==> config.mk <==
export PLATFORM = sky130hd
export DESIGN_NAME = metastab_harness
export DESIGN_NICKNAME = d
export VERILOG_FILES = /design/src/rtl/mh_pkg.sv /design/src/rtl/mh_capture.sv /design/src/rtl/mh_window_timer.sv /design/src/rtl/mh_event_counter.sv /design/src/rtl/metastab_harness.sv
export SDC_FILE = /design/constraint.sdc
export NUM_CORES = 1
export LEC_CHECK = 0
export ABC_AREA = 1
export BUFFER_PORTS_ARGS = -buffer_cell sky130_fd_sc_hd__buf_4
export CAP_MARGIN = 5
export CORE_ASPECT_RATIO = 0.7
export CORE_MARGIN = 2
export CORE_UTILIZATION = 50
export CTS_BUF_LIST = sky130_fd_sc_hd__clkbuf_2 sky130_fd_sc_hd__clkbuf_4 sky130_fd_sc_hd__clkbuf_8
export DETAILED_ROUTE_END_ITERATION = 16
export GPL_TIMING_DRIVEN = 0
export PLACE_DENSITY_LB_ADDON = 0.12
export SLEW_MARGIN = 20
export SYNTH_ARGS = -nofsm -noshare
export SYNTH_HDL_FRONTEND = slang
export SYNTH_SLANG_ARGS = --single-unit
==> constraint.sdc <==
create_clock -name clk -period 1.8 [get_ports clk]
set_input_delay 0.27 -clock clk [delete_from_list [all_inputs] [get_ports clk]]
set_output_delay 0.27 -clock clk [all_outputs]
set_load 0.03 [all_outputs]
==> src/rtl/mh_pkg.sv <==
package mh_pkg;
  // Both capture paths, aligned to the rising edge.
  typedef struct packed {
    logic same_edge;
    logic half_period;
  } mh_pair_t;
endpackage

==> src/rtl/mh_capture.sv <==
module mh_capture (
  input  logic clk,
  input  logic rst,
  input  logic data_async,
  input  logic force_flip,
  output logic mismatch_o
);
  import mh_pkg::*;

  logic     launch_q;
  logic     catch_fall_q;
  mh_pair_t pair_q;
  logic     mism_q;

  // Launch stage and the same-edge copy.
  always_ff @(posedge clk) begin
    if (rst) begin
      launch_q         <= 1'b0;
      pair_q.same_edge <= 1'b0;
    end else begin
      launch_q         <= data_async;
      pair_q.same_edge <= launch_q;
    end
  end

  // Catching stage on the falling edge; the test input can invert it.
  always_ff @(negedge clk) begin
    if (rst) catch_fall_q <= 1'b0;
    else     catch_fall_q <= launch_q ^ force_flip;
  end

  // Bring the half-period sample back onto the rising edge, then compare.
  always_ff @(posedge clk) begin
    if (rst) begin
      pair_q.half_period <= 1'b0;
      mism_q             <= 1'b0;
    end else begin
      pair_q.half_period <= catch_fall_q;
      mism_q             <= pair_q.same_edge ^ pair_q.half_period;
    end
  end

  assign mismatch_o = mism_q;

  // a compare pulse needs an aligned disagreement in the cycle before.
  p_pulse_origin_r3: assert property (@(posedge clk) disable iff (rst)
    $rose(mism_q) |-> $past(pair_q.same_edge) != $past(pair_q.half_period));
endmodule

==> src/rtl/mh_window_timer.sv <==
module mh_window_timer #(
  parameter int unsigned WINDOW_LEN = 32'd1 << 30
) (
  input  logic clk,
  input  logic rst,
  output logic done_o
);
  localparam int unsigned TMR_W = (WINDOW_LEN > 2) ? $clog2(WINDOW_LEN) : 1;
  localparam logic [TMR_W-1:0] LAST = TMR_W'(WINDOW_LEN - 1);

  logic [TMR_W-1:0] tmr_q;
  logic             done_q;

  always_ff @(posedge clk) begin
    if (rst) begin
      tmr_q  <= '0;
      done_q <= 1'b0;
    end else if (!done_q) begin
      if (tmr_q == LAST) done_q <= 1'b1;
      else               tmr_q  <= tmr_q + 1'b1;
    end
  end

  assign done_o = done_q;

  p_done_sticky_r7: assert property (@(posedge clk) disable iff (rst)
    done_q |=> done_q);
  p_timer_parked_r7: assert property (@(posedge clk) disable iff (rst)
    done_q |=> $stable(tmr_q));
endmodule

==> src/rtl/mh_event_counter.sv <==
module mh_event_counter #(
  parameter int CNT_W = 20
) (
  input  logic             clk,
  input  logic             rst,
  input  logic             en_i,
  input  logic             evt_i,
  output logic [CNT_W-1:0] count_o
);
  localparam logic [CNT_W-1:0] FULL = '1;

  logic [CNT_W-1:0] cnt_q;

  always_ff @(posedge clk) begin
    if (rst)                                   cnt_q <= '0;
    else if (en_i && evt_i && (cnt_q != FULL)) cnt_q <= cnt_q + 1'b1;
  end

  assign count_o = cnt_q;

  p_single_step_r4: assert property (@(posedge clk) disable iff (rst)
    1'b1 |=> (cnt_q == $past(cnt_q)) || (cnt_q == $past(cnt_q) + 1'b1));
  p_idle_hold_r4: assert property (@(posedge clk) disable iff (rst)
    !evt_i |=> $stable(cnt_q));
  p_no_overflow_r5: assert property (@(posedge clk) disable iff (rst)
    (cnt_q == FULL) |=> (cnt_q == FULL));
endmodule

==> src/rtl/metastab_harness.sv <==
module metastab_harness #(
  parameter int          CNT_W      = 20,
  parameter int unsigned WINDOW_LEN = 32'd1 << 30
) (
  input  logic             clk,
  input  logic             rst,
  input  logic             data_async,
  input  logic             force_flip,
  output logic [CNT_W-1:0] event_count,
  output logic             window_done,
  output logic             obs_event
);
  logic mism;
  logic done;

  mh_capture u_capture (
    .clk        (clk),
    .rst        (rst),
    .data_async (data_async),
    .force_flip (force_flip),
    .mismatch_o (mism)
  );

  mh_window_timer #(.WINDOW_LEN(WINDOW_LEN)) u_timer (
    .clk    (clk),
    .rst    (rst),
    .done_o (done)
  );

  mh_event_counter #(.CNT_W(CNT_W)) u_counter (
    .clk     (clk),
    .rst     (rst),
    .en_i    (!done),
    .evt_i   (mism),
    .count_o (event_count)
  );

  assign window_done = done;
  assign obs_event   = mism;

  p_frozen_after_window_r8: assert property (@(posedge clk) disable iff (rst)
    window_done |=> $stable(event_count));
  p_reset_clears_r9: assert property (@(posedge clk)
    rst |=> (event_count == '0) && !window_done && !obs_event);
endmodule

# [Word level (Yosys, flattened, before mapping)]
# Index checks and enable logic that the tools add are counted.
[word_totals] ff_bits=56 inputBits=4 output_inout_bits=22 wordCells=22
[op_classes] add_sub_neg=2 eq_ne=2 mux=2 bitwise_logic=4 n_reduce_logical=4
[ops] operator="$add A30 B1 Y30 const B" count=1
[ops] operator="$eq A30 B30 Y1 const B" count=1
[ops] operator="$add A20 B1 Y20 const B" count=1
[ops] operator="$ne A20 B20 Y1 const B" count=1
[ops] operator="$logic_and A1 B1 Y1" count=2
[ops] operator="$mux W1" count=2
[ops] operator="$not A1 Y1" count=2
[ops] operator="$reduce_and A2 Y1" count=1
[ops] operator="$xor A1 B1 Y1" count=2
[ops] operator="$logic_not A1 Y1" count=1

# [Depth between registers and ports, before layout]
[logic_depth] depth_word=3 mapped_depth=11 mapped_depth_nobuf=10

# [Cells and area by module]
# Synthesis repeated with hierarchy kept, for this count alone.
[hier_totals] hier_cells=502 hier_area_um2=3189.3
[modules_own_cells] mod="mh_window_timer" n_inst=1 cells_each=290 area_each_um2=1839.3 seq_area_each_um2=620.6
[modules_own_cells] mod="mh_event_counter" n_inst=1 cells_each=190 area_each_um2=1173.6 seq_area_each_um2=400.4
[modules_own_cells] mod="mh_capture" n_inst=1 cells_each=21 area_each_um2=172.7 seq_area_each_um2=100.1
[modules_own_cells] mod="metastab_harness" n_inst=1 cells_each=1 area_each_um2=3.8 seq_area_each_um2=0.0

==> results.json <==
{
  "die_w_um": 98.1,
  "overflow": 0,
  "initial_core_util_pct": 52.8,
  "tritoncts": "done",
  "r2r-end": "u_counter.count_o[2]$_SDFFE_PP0P_",
  "ys_seq_elements": 56,
  "dpl.hpwl_um": 5970,
  "multi_input_area_mm2": 0.00177,
  "place_area_mm2": 0.00338,
  "grt_pass1_wl_um": 13100,
  "synth_nets": 520,
  "core_mm2": 0.00587,
  "path_class": "flip-flop to flip-flop",
  "critPathMaxFanout": 8,
  "avgSynthCellArea_um2": 6.03,
  "cp-start-kind": "flip-flop",
  "io_pins": 26,
  "layout_common_cells": "nand2_1, nor2_1, dfxtp_1",
  "clock_path_buffers": 2,
  "ys_seq_area_share_pct": 36.1,
  "clk_latency_ns": 0.37,
  "remaining_drc_errors": 0,
  "critical_path_required_ns": 2.02,
  "grt_max_degree": 18,
  "critPathCaptureType": "flip-flop",
  "wl_per_cell_um": 12.9,
  "maxSlewHeadroom_pct": 66.8,
  "firstDrtPassIters": 5,
  "fp-row-count": 23,
  "fmax_mhz": 587,
  "timing.rr.start": "u_counter.count_o[13]$_SDFFE_PP0P_",
  "cap_violations": 0,
  "grt_pass1_vias": 2818,
  "cts_root_buf": "clkbuf_8",
  "status": "complete, no violations",
  "via_per_inst": 5.24,
  "finalHoldViolations": 0,
  "track_usage_pct": 23.5,
  "syn-instance-count": 514,
  "drive_gt1_share_pct": 13.3,
  "drt-total-wl_um": 8040,
  "arrival_ns": 1.92,
  "gp_congestion": 0.966,
  "period_share_pct": 94.6,
  "fill_cells": 619,
  "cellLeakagePower_nw": 1.44,
  "fin_nets": 555,
  "route.vias.total": 3274,
  "final_common_cell": "nand2_1",
  "finalInstanceArea_mm2": 0.00356,
  "rr_worst_depth": 7,
  "worst_slew_pin_slew_ns": 0.499,
  "antenna_found_initial": 0,
  "crit_path_end": "u_counter.count_o[2]$_SDFFE_PP0P_",
  "numPortBuffers": 25,
  "antennaDiodeCount": 0,
  "syn_area_mm2": 0.00310,
  "worstHoldPathType": "input pin to flip-flop",
  "reg2reg_slack_ns": 0.1,
  "p_per_area_mw_per_mm2": 599,
  "die_area_mm2": 0.00686,
  "skew_ns": 0.0593,
  "final_max_slew_viol_count": 0,
  "ir_worst_vdd_mv": 0.419,
  "drtIter0Drc": 232,
  "register_area_mm2": 0.00113,
  "clock-sinks": 56,
  "synth_warnings": 0,
  "drtAntennaViolNets": 0,
  "ys_types": 24,
  "htree_levels": 2,
  "clkSlewWorstSetupHoldPaths_ns": 0.10,
  "cp-startpoint": "u_counter.count_o[13]$_SDFFE_PP0P_",
  "syn2layout_area_growth_pct": 14.9,
  "setup_tns_ns": 0,
  "cts-buffers-inserted": 5,
  "holdBufCountCts": 0,
  "fin_crit_ns": 1.70,
  "final-setup-viol-count": 0,
  "die_h_um": 69.9
}
-- power breakdown --
part	total, mW	leakage [nW]	internal (mW)	switching, mW
sequential	1.27	0.455	1.25	0.0167
clock	0.761	0.0569	0.319	0.442
combinational	0.103	0.930	0.0379	0.0655
-- cell families (layout without fill, tap and decap cells) --
group,count (synthesis),count (layout),synth area share [%]
AOI/OAI and AO/OA,40,40,6.49
xor gates and xnor gates,3,3,0.847
adders and majority gates,2,2,0.807
buffers and inverters,62,98,8.19
DFF,56,56,36.1
and+or+nand+nor,351,351,47.5
-- what timing repair did --
action                                  CTS  global route
buffers inserted                          3             0
resized for setup                         3            23
endpoints found under the hold margin     0             0
endpoints found under the setup margin   21            40
pin swaps                                 1             0
-- final cells by class --
class                           count  area share, %
Buffer                             11           1.86
Clock buffer                        6           2.32
Clock inverter                      3          0.492
Inverter                           50           5.34
Multi-Input combinational cell    396           49.7
Sequential cell                    56           31.7
Tap cell                           75           2.63
Timing Repair Buffer               28           5.90
-- metal layers --
layer	track usage (%)	vias to the layer above	part of all wire [%]
met2	34.0	98	40
met3	4.40	8	6.6
met4	5.94	0	1.2
met5	0	-	0
met1	35.7	1476	52
li1	-	1692	-
-- worst min-delay path by stage --
stage	from	end	slack [ns]	depth (start not counted)
after CTS	rst	u_timer.done_o$_SDFF_PP0_	0.11	2
after global routing	rst	u_timer.done_o$_SDFF_PP0_	0.11	2
after global placement	u_capture.launch_q$_SDFF_PP0_	u_capture.pair_q[1]$_SDFF_PP0_	0.42	2
final	rst	u_timer.done_o$_SDFF_PP0_	0.12	2
after floorplan	rst	u_timer.done_o$_SDFF_PP0_	0.34	1
after detailed placement	u_capture.launch_q$_SDFF_PP0_	u_capture.pair_q[1]$_SDFF_PP0_	0.43	2
-- synth_stat cells --
| cell type | n | share of area (%) |
|---|---|---|
| nand2_1 | 148 | 18 |
| xnor2_1 | 2 | 0.56 |
| inv_2 | 1 | 0.12 |
| nand3_4 | 1 | 0.56 |
| nor2_2 | 4 | 0.81 |
| nand3_2 | 1 | 0.32 |
| nand3b_1 | 4 | 0.97 |
| xor2_1 | 1 | 0.28 |
| clkbuf_1 | 4 | 0.48 |
| nor2_1 | 123 | 15 |
| dfxtp_1 | 56 | 36 |
| nand4_1 | 11 | 2.2 |
| ha_1 | 2 | 0.81 |
| o21ai_0 | 5 | 0.81 |
| buf_2 | 5 | 0.81 |
| nor2_4 | 1 | 0.36 |
| nor3_1 | 7 | 1.1 |
| buf_6 | 2 | 0.73 |
| nand2_2 | 3 | 0.61 |
| a31oi_1 | 1 | 0.20 |
| inv_1 | 49 | 5.9 |
| a21oi_1 | 34 | 5.5 |
| clkinv_1 | 1 | 0.12 |
| nand3_1 | 48 | 7.7 |
-- registers in the layout (all words and copies together), names as in the netlist --
name                    flops
u_capture.pair_q            2
u_capture.launch_q          1
u_counter.count_o          20
u_capture.mismatch_o        1
u_timer.done_o              1
u_capture.catch_fall_q      1
u_timer.tmr_q              30
-- worst max-delay path, stage by stage (launching register included) --
cell	delay, ns
dfxtp_1	0.49
nand2_1	0.14
nor2_1	0.21
nand2_1	0.15
nor2_2	0.24
nor2_2	0.14
a21oi_1	0.17
nor2_1	0.07
-- metrics by stage --
stage	setup WS [ns]	util, %	instances	power (mW)	hold slack [ns]
detailed placement	-0.0584	57.6	614	1.40	0.432
finish	0.0971	60.7	625	2.14	0.116
CTS	-0.00677	59.8	625	2.15	0.110
global route	-0.00363	60.7	625	2.22	0.113
global placement	-0.0253	57.6	614	1.40	0.424
floorplan	0.0918	-	514	1.37	0.339
No activity file was read; power rests on OpenSTA's default activity.
